<file path="src/rtl/pfe_pkg.sv">
// Shared types for the prediction-graph prefetch engine.
// Assumes: the node kind sits in the two lowest spare bits.
package pfe_pkg;

    typedef enum logic [1:0] {
        KIND_END = 2'b00,
        KIND_ONE = 2'b01,
        KIND_FAN = 2'b10
    } node_kind_t;

    typedef enum logic [2:0] {
        S_IDLE,
        S_META,
        S_CNT,
        S_IDX,
        S_LBA,
        S_ISSUE
    } walk_state_t;

endpackage

</file>
<file path="src/rtl/pfe_spare_decode.sv">
// Splits spare-area metadata into node kind, successor LBA and list start.
// Assumes: kind in bits [1:0], payload above it; the reserved code 2'b11
// is reported as KIND_END so that an unknown node stops the walk.
module pfe_spare_decode
    import pfe_pkg::*;
#(
    parameter int LBA_W = 16,
    parameter int BT_AW = 8
) (
    input  logic [LBA_W+1:0] spare,
    output node_kind_t       kind,
    output logic [LBA_W-1:0] link,
    output logic [BT_AW-1:0] base
);
    // Field extraction and kind mapping.
    always_comb begin
        link = spare[LBA_W+1:2];
        base = spare[BT_AW+1:2];
        unique case (spare[1:0])
            2'b01:   kind = KIND_ONE;
            2'b10:   kind = KIND_FAN;
            default: kind = KIND_END;
        endcase
    end
endmodule

</file>
<file path="src/rtl/pfe_rr_table.sv">
// Per-branch rotation pointers. The slot is chosen by the low list-start
// bits. pick is the current index clamped below count; on advance the
// slot stores pick+1, wrapped to 0 at count.
// Assumes: count is nonzero when advance is raised.
module pfe_rr_table #(
    parameter int SLOT_W = 4,
    parameter int CNT_W  = 4
) (
    input  logic              clk,
    input  logic              rst_n,
    input  logic [SLOT_W-1:0] slot,
    input  logic [CNT_W-1:0]  count,
    input  logic              advance,
    output logic [CNT_W-1:0]  pick
);
    localparam int SLOTS = 1 << SLOT_W;

    logic [CNT_W-1:0] rr_q [SLOTS];
    logic [CNT_W:0]   nxt;

    // Clamp the stored index to the current count, form its successor.
    always_comb begin
        pick = (rr_q[slot] >= count) ? '0 : rr_q[slot];
        nxt  = {1'b0, pick} + 1'b1;
        if (nxt == {1'b0, count}) nxt = '0;
    end

    // Pointer storage, one entry per slot.
    always_ff @(posedge clk) begin
        if (!rst_n) begin
            for (int i = 0; i < SLOTS; i++) rr_q[i] <= '0;
        end else if (advance) begin
            rr_q[slot] <= nxt[CNT_W-1:0];
        end
    end
endmodule

</file>
<file path="src/rtl/pgraph_prefetch.sv">
// Prediction-graph page prefetch engine. Follows successor links of the
// last requested page and offers one prefetch at a time on a valid/ready
// port. A branch list costs two table reads (count, then entry).
// Assumes: the branch table has one cycle of read latency; list entries
// fit below 2**BT_AW; counts fit in CNT_W bits of the count word.
module pgraph_prefetch
    import pfe_pkg::*;
#(
    parameter int LBA_W  = 16,
    parameter int BT_AW  = 8,
    parameter int CNT_W  = 4,
    parameter int SLOT_W = 4
) (
    input  logic             clk,
    input  logic             rst_n,
    input  logic             miss_valid,
    input  logic [LBA_W-1:0] miss_lba,
    input  logic             pg_valid,
    input  logic [LBA_W-1:0] pg_lba,
    input  logic [LBA_W+1:0] pg_spare,
    output logic             bt_rd,
    output logic [BT_AW-1:0] bt_addr,
    input  logic [LBA_W-1:0] bt_data,
    input  logic             q_full,
    output logic             pf_valid,
    input  logic             pf_ready,
    output logic [LBA_W-1:0] pf_lba
);
    walk_state_t      state;
    logic [LBA_W-1:0] cur_lba, tgt_lba;
    logic [BT_AW-1:0] base_q;
    node_kind_t       dec_kind;
    logic [LBA_W-1:0] dec_link;
    logic [BT_AW-1:0] dec_base;
    logic [CNT_W-1:0] cnt, pick;
    logic             rr_adv, meta_hit;

    pfe_spare_decode #(.LBA_W(LBA_W), .BT_AW(BT_AW)) u_dec (
        .spare(pg_spare), .kind(dec_kind), .link(dec_link), .base(dec_base)
    );

    pfe_rr_table #(.SLOT_W(SLOT_W), .CNT_W(CNT_W)) u_rr (
        .clk(clk), .rst_n(rst_n), .slot(base_q[SLOT_W-1:0]),
        .count(cnt), .advance(rr_adv), .pick(pick)
    );

    // Table and handshake outputs derived from the walk state.
    always_comb begin
        cnt      = bt_data[CNT_W-1:0];
        meta_hit = pg_valid && (pg_lba == cur_lba);
        rr_adv   = (state == S_IDX) && (cnt != '0) && !miss_valid;
        bt_rd    = (state == S_CNT) || ((state == S_IDX) && (cnt != '0));
        bt_addr  = (state == S_CNT) ? base_q
                                    : base_q + BT_AW'(1) + BT_AW'(pick);
        pf_valid = (state == S_ISSUE) && !q_full;
        pf_lba   = tgt_lba;
    end

    // Walk sequencer: a miss re-seeds, otherwise step through the graph.
    always_ff @(posedge clk) begin
        if (!rst_n) begin
            state   <= S_IDLE;
            cur_lba <= '0;
            tgt_lba <= '0;
            base_q  <= '0;
        end else if (miss_valid) begin
            state   <= S_META;
            cur_lba <= miss_lba;
        end else begin
            unique case (state)
                S_IDLE: state <= S_IDLE;
                S_META: if (meta_hit) begin
                    unique case (dec_kind)
                        KIND_ONE: begin
                            tgt_lba <= dec_link;
                            state   <= S_ISSUE;
                        end
                        KIND_FAN: begin
                            base_q <= dec_base;
                            state  <= S_CNT;
                        end
                        default: state <= S_IDLE;
                    endcase
                end
                S_CNT: state <= S_IDX;
                S_IDX: state <= (cnt == '0) ? S_IDLE : S_LBA;
                S_LBA: begin
                    tgt_lba <= bt_data;
                    state   <= S_ISSUE;
                end
                S_ISSUE: if (pf_valid && pf_ready) begin
                    cur_lba <= tgt_lba;
                    state   <= S_META;
                end
                default: state <= S_IDLE;
            endcase
        end
    end
endmodule

</file>
<file path="config.mk">
export PLATFORM = sky130hd
export DESIGN_NAME = pgraph_prefetch
export DESIGN_NICKNAME = d
export VERILOG_FILES = /design/src/rtl/pfe_pkg.sv /design/src/rtl/pfe_spare_decode.sv /design/src/rtl/pfe_rr_table.sv /design/src/rtl/pgraph_prefetch.sv
export SDC_FILE = /design/constraint.sdc
export NUM_CORES = 1
export LEC_CHECK = 0
export BUFFER_PORTS_ARGS = -buffer_cell sky130_fd_sc_hd__clkbuf_2
export CAP_MARGIN = 20
export CORE_AREA = 2 2 120 122
export CTS_CLUSTER_DIAMETER = 120
export DETAILED_ROUTE_END_ITERATION = 12
export DIE_AREA = 0 0 122 124
export PLACE_DENSITY = 0.73
export SYNTH_ARGS = -nofsm -noshare
export SYNTH_HDL_FRONTEND = slang
export SYNTH_HIERARCHICAL = 1
export SYNTH_SLANG_ARGS = --single-unit
</file>
<file path="constraint.sdc">
create_clock -name clk -period 5.2 [get_ports clk]
set_input_delay 0.52 -clock clk [delete_from_list [all_inputs] [get_ports clk]]
set_output_delay 0.52 -clock clk [all_outputs]
set_load 0.1 [all_outputs]
</file>
* Word level (Yosys, flattened, before mapping) *
Memories as Yosys holds them, arrays and structs flattened. A register that Yosys moved wholly into a read port is not among the register bits.
Cells that the tools add are included.

storage, ports and cells
  register bits after elaboration = 43
  bits in writable memories = 64
  input port bits = 72
  output and inout bits = 26
  logic and storage cells = 73
  memories kept = 1

memories
  memory     words  width  rd ports  clocked after Yosys merged registers in  wr ports  line                text
  u_rr.rr_q  16     4      1         1                                        16        pfe_rr_table.sv:18  logic [CNT_W-1:0] rr_q [SLOTS];

operators by class
  add/subtract/negate cells = 3
  magnitude comparators = 1
  equal/unequal tests = 16
  mux-type cells = 25
  bitwise logic cells = 2
  reductions and logical operators = 20

operators with widths
  cell                   count
  $mux W16               5
  $pmux W16 S2           1
  $mux W4                6
  $eq A16 B16 Y1         1
  $pmux W3 S5            1
  $mux W3                3
  $add A8 B1 Y8 const B  1
  $add A8 B4 Y8          1
  $mux W8                1
  $reduce_and A4 Y1      2
  $eq A3 B2 Y1 const B   2
  $eq A3 B3 Y1 const B   2
  $mux W1                6
  $pmux W3 S2            1
  $reduce_and A2 Y1      3
  $reduce_bool A2 Y1     3
  $add A4 B1 Y5 const B  1
  $eq A5 B4 Y1           1
  $logic_and A1 B1 Y1    5
  $eq A2 B1 Y1 const B   2
  $eq A2 B2 Y1 const B   2
  $ge A4 B4 Y1           1
  $logic_not A4 Y1       1
  $ne A2 B2 Y1 const B   2
  11 further kinds       13

* Logic depth before layout (Yosys ltp) *
  word-level depth = 8
  mapped depth = 20
  mapped depth without buffers = 17

* Hierarchy *
Netlist, hierarchy kept.

by module, submodules not included
  module            instances  cells an instance  area each (µm²)  seq. area each (µm²)
  pfe_rr_table      1          330                4038.9           1921.8
  pgraph_prefetch   1          301                2529.9           860.8
  pfe_spare_decode  1          26                 195.2            0.0

* Least setup slack after synthesis *
No wires, ideal clock.

  kind = reg-to-output
  from = reg base_q[2]
  to = out bt_addr[6]
  data arrival time = 6.197 ns
  data required time = 4.680 ns
  slack = -1.517 ns
  cell stages (with the launch flop) = 19
  path buffers = 2
  path through = dfxtp_1 clkbuf_1 mux4_2 mux4_2 inv_1 ha_1 nand2b_1 a2111oi_0 o21ai_0 clkinv_1 buf_1 inv_1 ha_1 fa_1 o21ai_0 a21oi_1 a21oi_1 nand3_1 xnor2_1

on the way
  cells in the longest elaborated chain, start to end = 3

ends and longest elaborated chain
  item                    line                   text
  start, declared         pgraph_prefetch.sv:31  logic [BT_AW-1:0] base_q;
  start signal, assigned  pgraph_prefetch.sv:79  base_q <= dec_base;
  $add A8 B1 Y8           pgraph_prefetch.sv:54  : base_q + BT_AW'(1) + BT_AW'(pick);
  $add A8 B4 Y8           pgraph_prefetch.sv:54
  $mux W8                 pgraph_prefetch.sv:53  bt_addr = (state == S_CNT) ? base_q
  end, declared           pgraph_prefetch.sv:22  output logic [BT_AW-1:0] bt_addr,

Every way passes these cells.

* Final worst setup path *
  from = reg base_q[1]
  to = out bt_addr[6]

Same word-level chain as after synthesis.

==> summary.txt <==
Floorplanning
  • Standard-cell rows: 43
  • Core region area: 0.01372 mm2
  • Die Footprint: roughly 0.015 mm2
  • Die Y-Extent: 124 um
  • Die W: approximately 120 um
  • Initial core utilization: 49.30%
  • Ports placed on the boundary: 98

Setup path
  • Worst-path maximum fanout: 9
  • WS Path Type: flop to output port
  • Critical path buffer and inverter count: 5
  • Critical path data arrival time: 4.57 ns
  • Worst setup EP type: output port
  • Required time of the worst setup path: 4.68 ns
  • Longest individual stage delay on the worst path: 0.53 ns
  • Crit path launch type: flop
  • Dominant delay contributor by cell family on the critical path: multiplexers
  • Crit-path cells: buf_12, buf_6, mux2i_1, mux4_2, mux2_4, inv_1, ha_1, or3_1, o21ai_2, nor2_2, a21oi_2, inv_1, fa_1, o21ai_0, a21oi_1, a21oi_2, nand3_2, xnor2_4, buf_12
  • Critical-path cell with the highest stage delay: sky130_fd_sc_hd__mux4_2

Finish
  • Multi-input logic area: 0.003571 mm2
  • Filler instances: 1153
  • Layout overhead on the synthesized area: 14.35%
  • # diodes: 0
  • Area taken by flip-flops and latches: about 0.0028 mm2
  • Final Core Density: 56.38%
  • # nets final: 800
  • Fraction of layout cells with a size suffix above 1: 32.23%

STA
  • Tightest Pin Transition: 0.9609 ns
  • Summed negative setup slack over all endpoints: 0 ns
  • Finish-stage setup viols: 0
  • Setup Skew: 0.01330 ns
  • Portion of the clock cycle consumed by the worst path in the final layout: a little over nine tenths
  • Relative slew slack: between 30% and 40%
  • Number of slew-limit violations in the final report: 0
  • Hold Vio Cnt, Final: 0
  • Fmax achieved: 196.3 MHz
  • Final critical delay including setup and external delays: just over 5 ns

Power and ir drop
  • Sequential power share: 49.8%
  • Maximum VDD drop: ~0.16 mV
  • Cell Int Power: roughly 1400 uW
  • Switching Share: 27.91%
  • Power density over cell area: 243.7 mW/mm2
  • Total leakage power: 0.003100 uW
  • Post-route total power: 1885 uW
  • Proportion of power drawn by combinational gates: 15.5%
  • Sw power: ~530 uW
  • Fraction of power consumed by the clock network: around a third

Placement
  • # port buffers: 97
  • Placed wire-length estimate: roughly 12 mm
  • Final RePlAce weighted congestion: 0.8745

Global routing
  • Global-route wire length before repair: 25.63 mm
  • Antenna violations before repair: 0
  • Pin count of the biggest net entering global routing: 87
  • Number of global-route vias before repair: 4948
  • GRT Util Overall: ~22%
  • Global route overflow: 0

Routing
  • Sum of routed wire length over all layers: 17.24 mm
  • Number of vias per cell: 5.828
  • Iter 0 DRT Violations: 455
  • DR DRC count: 0
  • Detailed-route wire length per cell: 19.09 um
  • Total iterations of the first detailed-routing run: 5
  • Via Count: about 5300
  • Antenna-violating nets left: 0

Clock tree
  • TritonCTS Buffers: 9
  • Clock tree from TritonCTS: done
  • CTS clk-pin slew, worst paths: 0.07 ns
  • CTS root buf: sky130_fd_sc_hd__clkbuf_16
  • Number of buffers on the longest clock path: 2
  • CTS Sinks: 107
  • Post-CTS Hold Buffers: 0
  • Clock latency on the worst-skew pair: between 0.3 and 0.4 ns
  • H-Tree Depth: 3

Hold path
  • Worst hold path type: input pin to flop

Synth
  • Synthesized instance count: 657
  • FF+latch count, synth: 107
  • Leading register cell type out of synthesis: sky130_fd_sc_hd__edfxtp_1
  • Register area share after synthesis: 41.14%
  • Post-synthesis cell type count: 65
  • Total of warnings raised by yosys: 6
  • Net count after synthesis: 739
  • Share of flip-flops with an asynchronous set or reset: 0%
  • Post-synthesis average cell area: approximately 10 um2
  • Post-Synthesis Cell Area: 0.006764 mm2
  • Number of synthesized flops with an enable pin: 64

Outcome
  • Outcome: finished clean

Run
  • Count of maximum capacitance violations: 0
power groups by stage:
stage,Sequential [uW],Combinational [uW],Clock [uW]
global placement,958,275,0
detailed placement,959,281,0
global route,942,311,696
finish,940,292,653
CTS,940,284,660
floorplan,964,206,0
synth_stat cells, types with 2 or more instances:
cell type / instances / area [um2]
sky130_fd_sc_hd__buf_2: 5 / 25.02
sky130_fd_sc_hd__or3_4: 2 / 22.52
sky130_fd_sc_hd__a211oi_2: 9 / 112.6
sky130_fd_sc_hd__mux4_2: 11 / 247.7
sky130_fd_sc_hd__xor2_1: 9 / 78.83
sky130_fd_sc_hd__mux4_1: 8 / 210.2
sky130_fd_sc_hd__a211oi_1: 15 / 112.6
sky130_fd_sc_hd__xnor2_1: 15 / 131.4
sky130_fd_sc_hd__a21oi_1: 14 / 70.07
sky130_fd_sc_hd__a21oi_2: 27 / 236.5
sky130_fd_sc_hd__or3_1: 2 / 12.51
sky130_fd_sc_hd__dfxtp_1: 43 / 860.8
sky130_fd_sc_hd__buf_1: 3 / 11.26
sky130_fd_sc_hd__and3_1: 2 / 12.51
sky130_fd_sc_hd__nand4_1: 3 / 18.77
sky130_fd_sc_hd__buf_8: 4 / 60.06
sky130_fd_sc_hd__buf_6: 9 / 101.4
sky130_fd_sc_hd__mux2i_1: 42 / 420.4
sky130_fd_sc_hd__nand2b_1: 4 / 25.02
sky130_fd_sc_hd__nand2_1: 127 / 476.7
sky130_fd_sc_hd__ha_1: 9 / 112.6
sky130_fd_sc_hd__inv_1: 13 / 48.80
sky130_fd_sc_hd__buf_4: 26 / 195.2
sky130_fd_sc_hd__nor3b_1: 2 / 15.01
sky130_fd_sc_hd__nand3_1: 19 / 95.09
sky130_fd_sc_hd__edfxtp_1: 64 / 1922
sky130_fd_sc_hd__o21a_1: 2 / 15.01
sky130_fd_sc_hd__o21ai_0: 31 / 155.2
sky130_fd_sc_hd__nor3_1: 7 / 35.03
sky130_fd_sc_hd__nor2b_1: 8 / 50.05
sky130_fd_sc_hd__mux2_2: 16 / 180.2
sky130_fd_sc_hd__nor2_1: 38 / 142.6
sky130_fd_sc_hd__clkbuf_1: 21 / 78.83
sky130_fd_sc_hd__and2_1: 16 / 100.1
repair_timing:
action	4_1_cts	5_1_grt
gates resized for setup	5	9
gates cloned	0	1
endpoints found under the setup margin	5	5
pin swaps	1	1
buffers inserted	2	6
area by class of cell:
cell class,instances,share of cell area (%)
sequential,107,36.09
multi-input combinational,467,46.17
clock buffer,11,3.009
timing repair buffer,119,10.56
inverter,14,0.6794
clock inverter,5,0.5823
tap,180,2.912
logic make-up (layout without fill, tap and decap cells):
logic type | count (synthesis) | in the layout | synth area share, %
compound gates | 108 | 108 | 12.12
buf+inv | 83 | 149 | 8.047
simple gates | 244 | 244 | 16.78
fa+ha+maj | 10 | 10 | 1.961
xor+xnor | 26 | 26 | 3.755
mux | 79 | 79 | 16.20
flops | 107 | 107 | 41.14
placed cells by master (no fill, tap or decap), types with 3 or more instances in the layout:
| cell | count |
|---|---|
| sky130_fd_sc_hd__edfxtp_1 | 64 |
| sky130_fd_sc_hd__buf_4 | 18 |
| sky130_fd_sc_hd__a21oi_2 | 31 |
| sky130_fd_sc_hd__nand3_1 | 18 |
| sky130_fd_sc_hd__nor3_1 | 6 |
| sky130_fd_sc_hd__nand2b_1 | 4 |
| sky130_fd_sc_hd__xnor2_1 | 13 |
| sky130_fd_sc_hd__inv_1 | 13 |
| sky130_fd_sc_hd__a211oi_1 | 15 |
| sky130_fd_sc_hd__dfxtp_1 | 40 |
| sky130_fd_sc_hd__nand2_1 | 127 |
| sky130_fd_sc_hd__nor2b_1 | 8 |
| sky130_fd_sc_hd__a21oi_1 | 9 |
| sky130_fd_sc_hd__mux2i_1 | 42 |
| sky130_fd_sc_hd__nand4_1 | 3 |
| sky130_fd_sc_hd__a211oi_2 | 9 |
| sky130_fd_sc_hd__nor2_1 | 37 |
| sky130_fd_sc_hd__xor2_1 | 7 |
| sky130_fd_sc_hd__mux4_2 | 11 |
| sky130_fd_sc_hd__ha_1 | 9 |
| sky130_fd_sc_hd__clkbuf_2 | 89 |
| sky130_fd_sc_hd__clkbuf_16 | 10 |
| sky130_fd_sc_hd__and2_1 | 16 |
| sky130_fd_sc_hd__mux2_2 | 16 |
| sky130_fd_sc_hd__o21ai_0 | 29 |
| sky130_fd_sc_hd__mux4_1 | 8 |
| sky130_fd_sc_hd__buf_12 | 10 |
worst register-to-register path: stages, from the launching register on:
cell and delay, ns:
sky130_fd_sc_hd__dfxtp_4 0.37, sky130_fd_sc_hd__buf_12 0.15, sky130_fd_sc_hd__buf_6 0.15, sky130_fd_sc_hd__mux2i_1 0.15
sky130_fd_sc_hd__mux4_2 0.53, sky130_fd_sc_hd__mux2_4 0.31, sky130_fd_sc_hd__inv_1 0.08, sky130_fd_sc_hd__ha_1 0.23
sky130_fd_sc_hd__or3_1 0.35, sky130_fd_sc_hd__o21ai_2 0.12, sky130_fd_sc_hd__o21ai_2 0.10, sky130_fd_sc_hd__clkinv_1 0.07
sky130_fd_sc_hd__buf_4 0.28, sky130_fd_sc_hd__ha_1 0.31, sky130_fd_sc_hd__xnor2_1 0.11, sky130_fd_sc_hd__or3_4 0.35
sky130_fd_sc_hd__a211oi_4 0.28, sky130_fd_sc_hd__buf_12 0.29, sky130_fd_sc_hd__a21o_4 0.25, sky130_fd_sc_hd__nor2_1 0.06
per-layer routing:
layer,global-route usage (%),routed length [um]
met1,28.06,6976
met2,38.41,8533
met3,4.625,1375
met4,6.968,350
met5,0,0
worst paths after layout:
| kind | start | endpoint | slack (ns) | depth (start not counted) |
|---|---|---|---|---|
| max | base_q[1] | bt_addr[6] | 0.11 | 19 |
| min | pg_spare[3] | base_q[1] | 0.41 | 3 |
| max reg2reg | base_q[1] | u_rr/rr_q[1][3] | 0.42 | 19 |
| min reg2reg | pf_lba[15] | pf_lba[15] | 0.48 | 2 |
registers in the layout, indices dropped and copies added, names as in the netlist:
name and cells:
u_rr/rr_q 64, pf_lba 16, cur_lba 16, state 3, base_q 8
metrics by stage:
stage | instances | hold slack (ns) | cell area, um2 | worst slack, ns
after floorplan | 657 | 0.4790 | 6859 | -0.1113
after global placement | 878 | 0.4638 | 7321 | 0.3197
after detailed placement | 878 | 0.4706 | 7321 | 0.1612
after CTS | 896 | 0.4190 | 7625 | 0.01049
after global routing | 903 | 0.4152 | 7735 | -0.04639
final | 903 | 0.4143 | 7735 | 0.1062
Power figures use the tool's default switching activity.
